<file path="config.mk">
export PLATFORM = sky130hd
export DESIGN_NAME = spi_cmd_engine
export DESIGN_NICKNAME = d
export VERILOG_FILES = /design/src/rtl/spi_cmd_pkg.sv /design/src/rtl/spi_tick_gen.sv /design/src/rtl/spi_opcode_map.sv /design/src/rtl/spi_byte_shifter.sv /design/src/rtl/spi_rd_store.sv /design/src/rtl/spi_cmd_engine.sv
export SDC_FILE = /design/constraint.sdc
export NUM_CORES = 1
export LEC_CHECK = 0
export ABC_AREA = 1
export CAP_MARGIN = 25
export CORE_ASPECT_RATIO = 1.1
export CORE_MARGIN = 1
export CORE_UTILIZATION = 25
export CTS_BUF_LIST = sky130_fd_sc_hd__clkbuf_8
export DETAILED_ROUTE_END_ITERATION = 10
export PLACE_DENSITY = 0.52
export SYNTH_ARGS = -nofsm -noshare
export SYNTH_HDL_FRONTEND = slang
export SYNTH_HIERARCHICAL = 1
export SYNTH_SLANG_ARGS = --single-unit
</file>
<file path="constraint.sdc">
create_clock -name clk -period 6.35 [get_ports clk]
set_input_delay 0.9525 -clock clk [delete_from_list [all_inputs] [get_ports clk]]
set_output_delay 0.9525 -clock clk [all_outputs]
set_load 0.005 [all_outputs]
</file>
<file path="src/rtl/spi_cmd_pkg.sv">
package spi_cmd_pkg;

  typedef enum logic [1:0] {
    OP_REG_RD = 2'd0,
    OP_REG_WR = 2'd1,
    OP_RAW_WR = 2'd2,
    OP_RAW_RD = 2'd3
  } cmd_op_e;

  typedef enum logic [1:0] {
    ST_IDLE,
    ST_XFER,
    ST_HOLD,
    ST_GAP
  } eng_state_e;

  localparam logic [7:0] REG_WR_FLAG = 8'h20;
  localparam logic [7:0] DUMMY_BYTE  = 8'h00;

endpackage

</file>
<file path="src/rtl/spi_tick_gen.sv">
module spi_tick_gen #(
  parameter int DIV = 4
) (
  input  logic clk,
  input  logic rst_n,
  input  logic run,
  output logic tick
);
  localparam int CW = (DIV > 1) ? $clog2(DIV) : 1;
  localparam logic [CW-1:0] LAST = CW'(DIV - 1);

  logic [CW-1:0] cnt_q;

  always_ff @(posedge clk or negedge rst_n) begin
    if (!rst_n) begin
      cnt_q <= '0;
    end else if (!run || cnt_q == LAST) begin
      cnt_q <= '0;
    end else begin
      cnt_q <= cnt_q + 1'b1;
    end
  end

  assign tick = run && (cnt_q == LAST);
endmodule

</file>
<file path="src/rtl/spi_opcode_map.sv">
module spi_opcode_map
  import spi_cmd_pkg::*;
#(
  parameter int ADDR_W = 5
) (
  input  logic [1:0]        op,
  input  logic [ADDR_W-1:0] addr,
  input  logic [7:0]        raw,
  output logic [7:0]        opcode,
  output logic              rd_dir
);
  cmd_op_e op_e;
  assign op_e = cmd_op_e'(op);

  always_comb begin
    opcode = raw;
    rd_dir = 1'b0;
    unique case (op_e)
      OP_REG_RD: begin
        opcode = 8'(addr);
        rd_dir = 1'b1;
      end
      OP_REG_WR: opcode = REG_WR_FLAG | 8'(addr);
      OP_RAW_WR: opcode = raw;
      OP_RAW_RD: begin
        opcode = raw;
        rd_dir = 1'b1;
      end
      default: opcode = raw;
    endcase
  end
endmodule

</file>
<file path="src/rtl/spi_byte_shifter.sv">
module spi_byte_shifter #(
  parameter int BYTE_W = 8
) (
  input  logic              clk,
  input  logic              rst_n,
  input  logic              start,
  input  logic              active,
  input  logic              tick,
  input  logic [BYTE_W-1:0] load_byte,
  input  logic              miso,
  output logic              sck,
  output logic              mosi,
  output logic              byte_done,
  output logic [BYTE_W-1:0] rx_byte
);
  localparam int BW = $clog2(BYTE_W);
  localparam logic [BW-1:0] LAST_BIT = BW'(BYTE_W - 1);

  logic [BYTE_W-1:0] tx_q;
  logic [BYTE_W-1:0] rx_q;
  logic [BW-1:0]     bit_q;
  logic              sck_q;
  logic              last_bit;

  assign last_bit  = (bit_q == LAST_BIT);
  assign byte_done = tick && active && sck_q && last_bit;

  always_ff @(posedge clk or negedge rst_n) begin
    if (!rst_n) begin
      tx_q  <= '0;
      rx_q  <= '0;
      bit_q <= '0;
      sck_q <= 1'b0;
    end else if (start) begin
      tx_q  <= load_byte;
      bit_q <= '0;
      sck_q <= 1'b0;
    end else if (tick && active) begin
      if (!sck_q) begin
        sck_q <= 1'b1;
        rx_q  <= {rx_q[BYTE_W-2:0], miso};
      end else begin
        sck_q <= 1'b0;
        if (last_bit) begin
          bit_q <= '0;
          tx_q  <= load_byte;
        end else begin
          bit_q <= bit_q + 1'b1;
          tx_q  <= {tx_q[BYTE_W-2:0], 1'b0};
        end
      end
    end
  end

  assign sck     = sck_q;
  assign mosi    = tx_q[BYTE_W-1];
  assign rx_byte = rx_q;
endmodule

</file>
<file path="src/rtl/spi_rd_store.sv">
module spi_rd_store #(
  parameter int NBYTES = 32,
  parameter int IDXW   = 6
) (
  input  logic                clk,
  input  logic                rst_n,
  input  logic                wr_en,
  input  logic [IDXW-1:0]     wr_idx,
  input  logic [7:0]          wr_byte,
  output logic [NBYTES*8-1:0] bytes_flat
);
  for (genvar g = 0; g < NBYTES; g++) begin : g_slot
    logic [7:0] slot_q;
    always_ff @(posedge clk or negedge rst_n) begin
      if (!rst_n) begin
        slot_q <= '0;
      end else if (wr_en && wr_idx == IDXW'(g)) begin
        slot_q <= wr_byte;
      end
    end
    assign bytes_flat[g*8 +: 8] = slot_q;
  end
endmodule

</file>
<file path="src/rtl/spi_cmd_engine.sv">
module spi_cmd_engine
  import spi_cmd_pkg::*;
#(
  parameter int DIV       = 4,
  parameter int MAX_BYTES = 32,
  parameter int ADDR_W    = 5,
  parameter int LEN_W     = 7
) (
  input  logic                   clk,
  input  logic                   rst_n,
  input  logic                   req_valid,
  output logic                   req_ready,
  input  logic [1:0]             req_op,
  input  logic [ADDR_W-1:0]      req_addr,
  input  logic [7:0]             req_raw,
  input  logic [LEN_W-1:0]       req_len,
  input  logic [MAX_BYTES*8-1:0] req_wdata,
  output logic                   busy,
  output logic                   done,
  output logic [7:0]             status,
  output logic [MAX_BYTES*8-1:0] rd_data,
  output logic                   spi_cs_n,
  output logic                   spi_sck,
  output logic                   spi_mosi,
  input  logic                   spi_miso
);
  localparam int IDXW = $clog2(MAX_BYTES + 1) + 1;
  localparam logic [IDXW-1:0] MAX_IDX = IDXW'(MAX_BYTES);

  eng_state_e state_q;
  logic                   cs_n_q;
  logic                   done_q;
  logic [7:0]             status_q;
  logic [IDXW-1:0]        len_q;
  logic [IDXW-1:0]        idx_q;
  logic                   rd_q;
  logic [MAX_BYTES*8-1:0] wdata_q;

  logic       accept;
  logic       run;
  logic       tick;
  logic       byte_done;
  logic [7:0] rx_byte;
  logic [7:0] opcode;
  logic       rd_dir;
  logic [7:0] next_data;
  logic [7:0] load_byte;
  logic [IDXW-1:0] len_eff;

  assign accept    = req_valid && (state_q == ST_IDLE);
  assign run       = (state_q != ST_IDLE);
  assign req_ready = (state_q == ST_IDLE);
  assign busy      = run;

  assign len_eff = (req_len > LEN_W'(MAX_BYTES)) ? MAX_IDX : IDXW'(req_len);

  spi_opcode_map #(.ADDR_W(ADDR_W)) u_opmap (
    .op     (req_op),
    .addr   (req_addr),
    .raw    (req_raw),
    .opcode (opcode),
    .rd_dir (rd_dir)
  );

  spi_tick_gen #(.DIV(DIV)) u_tick (
    .clk   (clk),
    .rst_n (rst_n),
    .run   (run),
    .tick  (tick)
  );

  // Byte to shift after the one now completing: a dummy on reads, else write data.
  always_comb begin
    next_data = DUMMY_BYTE;
    for (int k = 0; k < MAX_BYTES; k++) begin
      if (!rd_q && idx_q == IDXW'(k)) next_data = wdata_q[k*8 +: 8];
    end
  end

  assign load_byte = accept ? opcode : next_data;

  spi_byte_shifter #(.BYTE_W(8)) u_shift (
    .clk       (clk),
    .rst_n     (rst_n),
    .start     (accept),
    .active    (state_q == ST_XFER),
    .tick      (tick),
    .load_byte (load_byte),
    .miso      (spi_miso),
    .sck       (spi_sck),
    .mosi      (spi_mosi),
    .byte_done (byte_done),
    .rx_byte   (rx_byte)
  );

  spi_rd_store #(.NBYTES(MAX_BYTES), .IDXW(IDXW)) u_store (
    .clk        (clk),
    .rst_n      (rst_n),
    .wr_en      (byte_done && rd_q && idx_q != '0),
    .wr_idx     (idx_q - 1'b1),
    .wr_byte    (rx_byte),
    .bytes_flat (rd_data)
  );

  always_ff @(posedge clk or negedge rst_n) begin
    if (!rst_n) begin
      state_q  <= ST_IDLE;
      cs_n_q   <= 1'b1;
      done_q   <= 1'b0;
      status_q <= '0;
      len_q    <= '0;
      idx_q    <= '0;
      rd_q     <= 1'b0;
      wdata_q  <= '0;
    end else begin
      done_q <= 1'b0;
      unique case (state_q)
        ST_IDLE: begin
          if (accept) begin
            state_q <= ST_XFER;
            cs_n_q  <= 1'b0;
            len_q   <= len_eff;
            rd_q    <= rd_dir;
            wdata_q <= req_wdata;
            idx_q   <= '0;
          end
        end
        ST_XFER: begin
          if (byte_done) begin
            if (idx_q == '0) status_q <= rx_byte;
            if (idx_q == len_q) state_q <= ST_HOLD;
            idx_q <= idx_q + 1'b1;
          end
        end
        ST_HOLD: begin
          if (tick) begin
            cs_n_q  <= 1'b1;
            done_q  <= 1'b1;
            state_q <= ST_GAP;
          end
        end
        ST_GAP: begin
          if (tick) state_q <= ST_IDLE;
        end
        default: state_q <= ST_IDLE;
      endcase
    end
  end

  assign spi_cs_n = cs_n_q;
  assign done     = done_q;
  assign status   = status_q;
endmodule

</file>
After elaboration in Yosys (flattened, before gate mapping)
Cells that the tools add are included.
{"block": "word_totals", "register_bits": 561, "latch_bits": 0, "ramBits": 0, "mem_bits_ro": 0, "n_memories": 0}
{"block": "classes", "n_addsub": 4, "mul": 0, "div_mod_pow": 0, "order_cmp": 1, "eq_ne": 76, "shifts": 0, "muxes": 62, "bitwise_logic": 2, "n_reduce_logical": 93}
{"op": "two-way mux 8 bit", "count": 37}
{"op": "== test 7 x 5 -> 1 bit, second input constant", "count": 32}
{"op": "== test 7 x 4 -> 1 bit, second input constant", "count": 16}
{"op": "logical AND 1 bit", "count": 71}
{"op": "== test 7 x 3 -> 1 bit, second input constant", "count": 8}
{"op": "== test 7 x 2 -> 1 bit, second input constant", "count": 4}
{"op": "case mux 8 bit (3 select lines)", "count": 1}
{"op": "two-way mux 7 bit", "count": 3}
{"op": "== test 7 x 1 -> 1 bit, second input constant", "count": 2}
{"op": "logical NOT 7 bit", "count": 2}
{"op": "case mux 7 bit (2 select lines)", "count": 1}
{"op": "two-way mux 2 bit", "count": 6}
{"op": "two-way mux 3 bit", "count": 4}
{"op": "AND reduction 3 bit", "count": 4}
{"op": "== test 2 bit, second input constant", "count": 5}
{"op": "nonzero test 2 bit", "count": 5}
{"op": "two-way mux 1 bit", "count": 8}
{"op": "case mux 2 bit (4 select lines)", "count": 1}
{"op": "adder 7 x 1 -> 7 bit, second input constant", "count": 1}
{"op": "== test 7 bit", "count": 1}
{"op": "> comparator 7 x 6 -> 1 bit, second input constant", "count": 1}
{"op": "nonzero test 7 bit", "count": 1}
{"op": "subtractor 7 x 1 -> 7 bit, second input constant", "count": 1}
{"op": "inequality test 2 x 1 -> 1 bit, second input constant", "count": 3}
{"op": "other kinds (13)", "count": 20}

Longest topological paths before layout
Gate-level depths: netlist of the first run.
{"block": "logic_depth", "depth_word": 39, "ltp_mapped": 44, "depth_no_buf": 44}

By module
The synthesis of the first run kept the hierarchy.
{"module": "spi_cmd_engine", "n_inst": 1, "cells_each": 2088, "area_each_um2": 14549.0, "seq_area_each_um2": 7083.0}
{"module": "spi_rd_store", "n_inst": 1, "cells_each": 1165, "area_each_um2": 10597.7, "seq_area_each_um2": 6406.1}
{"module": "spi_byte_shifter", "n_inst": 1, "cells_each": 118, "area_each_um2": 999.7, "seq_area_each_um2": 500.5}
{"module": "spi_opcode_map", "n_inst": 1, "cells_each": 45, "area_each_um2": 215.2, "seq_area_each_um2": 0.0}
{"module": "spi_tick_gen", "n_inst": 1, "cells_each": 10, "area_each_um2": 88.8, "seq_area_each_um2": 50.0}

Least setup slack after synthesis of the first run
OpenSTA, ideal clock, no wires.
{"block": "synth_path", "kind": "register to register", "startpoint": "register idx_q[0]", "endpoint": "register u_shift.tx_q[1]", "setup_time_ns": 0.117, "arrival_time_ns": 3.139, "path_slack_ns": 3.094, "path_stages_with_launch": 43, "path_buffers": 0, "period_less_slack_ns": 3.256, "cell_sequence": "dfrtp_1 -> inv_1 -> ha_1 -> nand2_2 -> inv_2 -> nand3_4 -> or2_0 -> nand3_1 -> nand3_1 -> nand2_1 -> nand2_1 -> nand2_1 -> nand4_1 -> nand2_1 -> nand2_1 -> nand2_1 -> nand2_1 -> nand2_1 -> (+7 left out) -> nand2_1 -> nand2_1 -> nand2_1 -> nand4_1 -> nand2_1 -> nand2_1 -> nand2_1 -> nand2_1 -> nand2_1 -> nand2_1 -> nand2_1 -> nand2_1 -> nand2_1 -> nand2_1 -> o21ai_0 -> nand2_1 -> nand2_1 -> nand2_1"}
{"block": "synth_via", "elab_chain_len": 39, "word_cells_on_any_way": 101}
{"item": "start, declared", "line": "spi_cmd_engine.sv:35", "source": "logic [IDXW-1:0] idx_q;"}
{"item": "start signal, assigned", "line": "spi_cmd_engine.sv:132", "source": "idx_q <= idx_q + 1'b1;"}
{"item": "logical NOT 7 bit", "line": "spi_cmd_engine.sv:76", "source": "if (!rd_q && idx_q == IDXW'(k)) next_data = wdata_q[k*8 +: 8];"}
{"item": "logical AND 1 bit", "line": "spi_cmd_engine.sv:76"}
{"item": "two-way mux 8 bit (31 in a row)", "line": "spi_cmd_engine.sv:76"}
{"item": "two-way mux 8 bit (*)", "line": "spi_cmd_engine.sv:76"}
{"item": "two-way mux 8 bit (*)", "line": "spi_cmd_engine.sv:80", "source": "assign load_byte = accept ? opcode : next_data;"}
{"item": "net load_byte[1]", "line": "spi_cmd_engine.sv:47", "source": "logic [7:0] load_byte;"}
{"item": "two-way mux 8 bit", "line": "spi_byte_shifter.sv:44", "source": "if (last_bit) begin"}
{"item": "two-way mux 8 bit", "line": "spi_byte_shifter.sv:39", "source": "if (!sck_q) begin"}
{"item": "two-way mux 8 bit", "line": "spi_byte_shifter.sv:38", "source": "end else if (tick && active) begin"}
{"item": "two-way mux 8 bit (*)", "line": "spi_byte_shifter.sv:34", "source": "end else if (start) begin"}
{"item": "end signal, assigned", "line": "spi_byte_shifter.sv:35", "source": "tx_q <= load_byte;"}
{"item": "end signal, assigned", "line": "spi_byte_shifter.sv:46", "source": "tx_q <= load_byte;"}
{"item": "end signal, assigned", "line": "spi_byte_shifter.sv:49", "source": "tx_q <= {tx_q[BYTE_W-2:0], 1'b0};"}
{"item": "end, declared", "line": "spi_byte_shifter.sv:19", "source": "logic [BYTE_W-1:0] tx_q;"}
Mark *: on every way through the listed nets, which the timed path passes. The rest lies on a longest branch. The select of a mux whose other input is x is not followed.
A chain may end at the register's enable or synchronous reset.

Worst setup path after layout of the first run
{"block": "layout_path", "startpoint": "register idx_q[0]", "endpoint": "register u_shift.tx_q[2]"}
Same word-level chain as after synthesis.

==> impl_metrics.py, run 1 <==
metrics = {
    "critical_path": {
        "startpoint": "idx_q[0]$_DFFE_PN0P_",
        "r2r_start": "idx_q[0]$_DFFE_PN0P_",
        "path_class": "reg -> reg",
        "critPathSlowestCell": "dfrtp_1",
        "crit_path_end_kind": "flop",
        "ff2ff_setup_slack_ps": 1800,
        "crit_fanout": 11,
        "worstPathArrival_ps": 5210,
        "crit_top_cell": "nand2_1",
        "cp.required_ps": 7010,
        "cp-start-kind": "flop",
        "max_stage_delay_ps": 440,
    },
    "place": {
        "port_buffers": 551,
        "dpl_worst_slack_ps": 1697,
        "gp_congestion": 0.8290,
        "dp_hpwl_um": 70260,
    },
    "pwr": {
        "p_leak_nw": 18.23,
        "seqPwrFrac": 0.443,
        "switching_share": 0.3634,
        "power_frac_comb": 0.251,
        "pwr-share-clk": 0.305,
        "p_int_w": 0.007312,
        "cellPowerDensity_nw_per_um2": 325.2,
        "peakVddDrop_mv": 0.1642,
        "p_sw_w": 0.004174,
    },
    "sta": {
        "finalSetupViolations": 0,
        "fmax_mhz": 219.9,
        "slew_headroom": 0.2691,
        "drv_slew": 0,
        "post-route-period-util": 0.7163,
        "worstMarginPinSlew_ps": 1093,
        "period_needed_ps": 4549,
        "hold_viol_final": 0,
        "setup_ws_ps": 1802,
        "clock_skew_ps": 40.05,
        "tns_ps": 0,
        "grt_setup_unrepaired": "false",
    },
    "floorplan": {
        "core-area_um2": 104400,
        "die_h_um": 343.1,
        "die_area_um2": 107100,
        "initial_core_util": 0.2533,
        "die_x_um": 312.1,
        "row_count": 124,
        "ioPinCount": 552,
    },
    "clock_network": {
        "cts_num_sinks": 561,
        "clock_tree.root_cell": "clkbuf_8",
        "htree_levels": 3,
        "cts_buffer_depth": 3,
        "postCtsSetupBuffers": 0,
        "path_clk_slew_ps": 60,
        "holdBufCountCts": 0,
        "clk_latency_ps": 760,
        "cts-buffers-inserted": 101,
        "post_cts_resized": 0,
        "cts_tree": "done",
    },
    "global_route": {
        "first_global_vias": 23860,
        "overflow": 0,
        "grt_antenna_before_repair": 13,
        "grt_max_degree": 168,
        "grt_usage": 0.1809,
        "grt_pass1_wl_um": 147800,
    },
    "synthesis": {
        "netlist_area_um2": 26450,
        "synth_commonest_cells": "nand2_1 (1789), dfrtp_1 (560), o21ai_0 (253)",
        "syn_avg_cell_area_um2": 7.720,
        "syn-num-nets": 3724,
        "synth.distinct_cells": 46,
        "ys_async_sr_fraction": 1.000,
        "synth_area_leaders": "dfrtp_1 (53%), nand2_1 (25%), o21ai_0 (4.8%), inv_1 (2.9%), nand3_1 (1.9%)",
        "ys_seq_area_frac": 0.5308,
        "synth_seq_cells": 561,
        "synth_top_cell_area_share": 0.5298,
        "yosysTopAreaCell": "dfrtp_1",
        "synth.most_common_cell": "nand2_1",
        "ys_warn_count": 6,
        "synth_edf_count": 0,
        "synthCells": 3426,
        "yosys_most_used_dff": "dfrtp_1",
    },
    "detailed_routing": {
        "wl_per_cell_um": 18.02,
        "totalWireLength_um": 97490,
        "ant_nets": 0,
        "vias_per_cell": 4.399,
        "vias": 23800,
        "drt_first_pass_iters": 5,
        "drc": 0,
        "drtIter0Drc": 1646,
    },
    "worst_hold_path": {
        "hp-class": "in -> async",
    },
    "status": {
        "status": "finished clean",
    },
    "layout": {
        "syn2layout_area_growth_pct": 33.53,
        "drive_above_1_share": 0.07759,
        "final_nets": 4244,
    },
    "run": {
        "cap_viol_max_count": 0,
    },
}
[cell type report]
cell class | instances | area (um2)
fill | 11020 | 69100
sequential | 561 | 14040
multi-input combinational | 2483 | 10840
timing repair buffer | 573 | 5786
tap | 1386 | 1734
clock buffer | 122 | 1679
inverter | 226 | 860.8
clock inverter | 56 | 369.1
antenna | 2 | 5.005
[path summary, 6_finish.rpt]
path / end / cells past startpoint
worst min-delay path: u_store/g_slot[14].slot_q[7]$_DFFE_PN0P_ / 1
min in group clk: u_tick/cnt_q[0]$_DFF_PN0_ / 1
worst max-delay path: u_shift/tx_q[2]$_DFFE_PN0P_ / 42
worst min register to register: u_tick/cnt_q[0]$_DFF_PN0_ / 1
worst max register to register: u_shift/tx_q[2]$_DFFE_PN0P_ / 42
max in group asynchronous: u_shift/bit_q[0]$_DFFE_PN0P_ / 2
[cells by family (layout without fill, tap and decap cells)]
group | after synthesis | after routing | synth area share
adders and majority gates | 16 | 16 | 0.007569
buffers and inverters | 382 | 977 | 0.06022
other | 0 | 2 | 0
and+or+nand+nor | 2077 | 2077 | 0.3229
xor gates and xnor gates | 4 | 4 | 0.001325
AOI/OAI and AO/OA | 378 | 378 | 0.07375
muxes | 8 | 8 | 0.003406
DFF | 561 | 561 | 0.5308
[worst max-delay path, delay by kind of cell, from the launching register on]
| family | cells | cell delay, ps |
|---|---|---|
| flops | 1 | 440 |
| buf+inv | 1 | 410 |
| compound gates | 4 | 370 |
| fa+ha+maj | 1 | 390 |
| simple gates | 36 | 2830 |
[flip-flops by register name, summed over array words and instances (netlist names)]
name / count
u_shift/bit_q: 3
u_shift/rx_byte: 8
u_store/g_slot.slot_q: 256
u_shift/sck: 1
idx_q: 7
done: 1
status: 8
wdata_q: 256
u_shift/tx_q: 8
state_q: 2
spi_cs_n: 1
len_q: 7
rd_q: 1
u_tick/cnt_q: 2
[stage by stage]
stage / util / power [W] / hold slack, ps / instances / cell area (um2)
6_report: 0.3383 / 0.01149 / 148.8 / 5409 / 35320
5_1_grt: 0.3382 / 0.01231 / 123.1 / 5408 / 35320
4_1_cts: 0.3378 / 0.01168 / 70.77 / 5405 / 35270
3_5_place_dp: 0.3182 / 0.008071 / 426.4 / 5227 / 33230
3_3_place_gp: 0.3182 / 0.008055 / 420.7 / 5227 / 33230
2_1_floorplan: - / 0.006727 / 407.9 / 3426 / 26450
[placed cells by master (no fill, tap or decap), types with 3 or more instances in the layout]
cell type           n
nor2_4             37
mux2_2              8
inv_2              24
or2_2              22
inv_8               3
o21ai_2             3
buf_4              14
dfrtp_2             4
buf_12              8
a21oi_1            15
xor2_1              3
inv_1             235
nand3_1           101
or2_0               5
nand2_2             8
nand2_1          1788
o21ai_1            89
nand3_4             3
clkbuf_8          122
bufinv_16           4
o211ai_1            7
nor2_1             62
nand4_1             8
ha_1               16
nor3_1              4
nor2_2             14
nand2_4            18
clkdlybuf4s50_1   550
dfrtp_1           556
nand3b_1            3
clkinv_2           11
o21ai_0           253
[routing by layer]
layer / wire length (um) / part of all wire / global-route usage / vias to the layer above
met3: 6216 / 0.064 / 0.03995 / 173
met4: 3096 / 0.032 / 0.06934 / 10
li1: - / - / - / 11670
met1: 42370 / 0.43 / 0.2294 / 11210
met5: 60 / 0.00062 / 0 / -
met2: 45740 / 0.47 / 0.2997 / 740
[power groups by stage]
stage / clock [W] / combinational, W / sequential (W)
finish: 0.00351 / 0.00289 / 0.00509
global route: 0.00378 / 0.00335 / 0.00518
CTS: 0.00364 / 0.00290 / 0.00514
detailed placement: 0 / 0.00289 / 0.00518
global placement: 0 / 0.00286 / 0.00520
floorplan: 0 / 0.00193 / 0.00480
Power figures use the tool's default switching activity.
==> inputs of run 2 (changes only) <==
clock period = 4.4 ns   (was 6.35 ns; I/O delays follow)
==> run 2 against run 1 <==
Effect of this change:
- critical path depth fell by 5
- utilization rose by 0.24 points
- combinational power rose by 40%
- register-to-register slack got worse by 1300 ps
- sequential share of layout area fell by 0.28 points
- global-route usage fell by 0.077 points
- routed wire length barely moved
- hold slack improved by 300 ps
- highest routed layer unchanged
==> impl_metrics.py, run 2 (synthesized netlist as in run 1, its figures left out) <==
metrics = {
    "sta": {
        "period_needed_ps": 3947,
        "clock_skew_ps": 40.69,
        "drv_slew": 0,
        "grt_setup_unrepaired": "false",
        "post-route-period-util": 0.8971,
        "worstMarginPinSlew_ps": 1080,
        "slew_headroom": 0.2799,
        "fmax_mhz": 253.4,
        "finalSetupViolations": 0,
        "hold_viol_final": 0,
        "tns_ps": 0,
    },
    "floorplan": {
        "row_count": 124,
        "die_area_um2": 107100,
        "die_h_um": 343.1,
        "ioPinCount": 552,
        "die_x_um": 312.1,
        "initial_core_util": 0.2533,
        "core-area_um2": 104400,
    },
    "detailed_routing": {
        "drc": 0,
        "drtIter0Drc": 1666,
        "wl_per_cell_um": 17.97,
        "totalWireLength_um": 97570,
        "vias_per_cell": 4.349,
        "ant_nets": 0,
        "drt_first_pass_iters": 4,
        "vias": 23610,
    },
    "critical_path": {
        "r2r_start": "idx_q[0]$_DFFE_PN0P_",
        "reg2reg_depth": 37,
        "crit_top_cell": "nand2_1",
        "r2r_end": "u_shift/tx_q[3]$_DFFE_PN0P_",
        "worstPathArrival_ps": 4570,
        "max_stage_delay_ps": 450,
        "ff2ff_setup_slack_ps": 450,
        "crit_end": "u_shift/tx_q[3]$_DFFE_PN0P_",
        "path_class": "reg -> reg",
        "crit_fanout": 15,
        "cp-start-kind": "flop",
        "cp.required_ps": 5020,
        "critPathSlowestCell": "dfrtp_1",
        "crit_path_end_kind": "flop",
        "startpoint": "idx_q[0]$_DFFE_PN0P_",
    },
    "layout": {
        "fillers": 11040,
        "drive_above_1_share": 0.08342,
        "final_area_um2": 35570,
        "syn2layout_area_growth_pct": 34.48,
        "top_regs": "u_store/g_slot.slot_q: 256 flops, wdata_q: 256 flops",
        "final_common_cell": "nand2_1",
        "final_nets": 4261,
        "fin_util": 0.3407,
        "final_cell_mix": "nand2_1 (1787), dfrtp_1 (556), clkdlybuf4s50_1 (550), o21ai_0 (253), inv_1 (229)",
    },
    "clock_network": {
        "clock_tree.root_cell": "clkbuf_8",
        "path_clk_slew_ps": 60,
        "htree_levels": 3,
        "cts_tree": "done",
        "cts_buffer_depth": 3,
        "clk_latency_ps": 760,
        "cts-buffers-inserted": 101,
        "cts_num_sinks": 561,
    },
    "pwr": {
        "peakVddDrop_mv": 0.2280,
        "p_leak_nw": 18.35,
        "cellPowerDensity_nw_per_um2": 470.3,
    },
    "run": {
        "cap_viol_max_count": 0,
    },
    "global_route": {
        "met2_usage": 0.2970,
        "grt_usage": 0.1801,
        "first_global_vias": 23660,
        "grtUsageMet1": 0.2231,
        "use_met3": 0.04370,
        "grt_antenna_before_repair": 10,
        "overflow": 0,
        "grt_max_degree": 136,
        "grt_pass1_wl_um": 146600,
        "busiest_layer": "met2",
    },
    "status": {
        "status": "finished clean",
    },
    "place": {
        "dp_hpwl_um": 71690,
        "port_buffers": 551,
        "dpl_cell_area_um2": 33410,
        "gp_congestion": 0.8747,
    },
    "worst_hold_path": {
        "hp-class": "in -> reg",
    },
}
==> run 2: layer usage <==
| metal | vias up | wire length, um |
|---|---|---|
| li1 | 11690 | - |
| met1 | 11000 | 41790 |
| met2 | 733 | 45760 |
| met3 | 183 | 6188 |
| met4 | 4 | 3807 |
| met5 | - | 25 |
==> run 2: worst min path at each step <==
stage,startpoint,to,slack (ps),cells past startpoint
after floorplan,rst_n,done$_DFF_PN0_,360,0
after global placement,u_tick/cnt_q[0]$_DFF_PN0_,u_tick/cnt_q[0]$_DFF_PN0_,420,1
after detailed placement,u_tick/cnt_q[0]$_DFF_PN0_,u_tick/cnt_q[0]$_DFF_PN0_,460,1
after CTS,req_wdata[136],wdata_q[136]$_DFFE_PN0P_,350,3
after global routing,req_wdata[136],wdata_q[136]$_DFFE_PN0P_,390,3
final,req_wdata[48],wdata_q[48]$_DFFE_PN0P_,450,3
==> run 2: worst max-delay path, delay by kind of cell (launching register included) <==
family          cells  cell delay, ps
buf+inv             2             320
fa+ha+maj           1             190
compound gates      1              60
flops               1             450
simple gates       33            2810
==> run 2: area by class of cell <==
class / count / area [um2] / area share
clock inverters: 57 / 430.4 / 0.01210
flip-flops and latches: 561 / 14040 / 0.3948
inverters: 226 / 863.3 / 0.02427
multi-input cells: 2483 / 10850 / 0.3051
diodes: 3 / 7.507 / 0.0002111
clock buffers: 123 / 1693 / 0.04759
well taps: 1386 / 1734 / 0.04875
repair buffers: 590 / 5944 / 0.1671
==> run 2: metrics by stage <==
stage / hold slack, ps / instances / setup WS [ps] / power [W]
final: 445.6 / 5429 / 452.9 / 0.01673
after global routing: 390.6 / 5427 / 4.063 / 0.01788
after CTS: 354.5 / 5426 / 379.7 / 0.01699
after detailed placement: 459.7 / 5245 / 431.3 / 0.01167
after global placement: 420.4 / 5244 / 463.9 / 0.01163
after floorplan: 364.4 / 3426 / 1144 / 0.009708
==> run 2: repair_timing <==
action / in CTS / in global routing
resized for setup: 0 / 6
setup endpoints to repair: 0 / 7
endpoints found under the hold margin: 63 / 0
setup buffers: 0 / 0
hold buffers: 1 / 0
==> run 2: report_power, final <==
part           switching, W  leakage, nW  internal (W)
clock               0.00233         1.21       0.00284
sequential          0.00113         7.43       0.00638
combinational       0.00260         9.71       0.00145
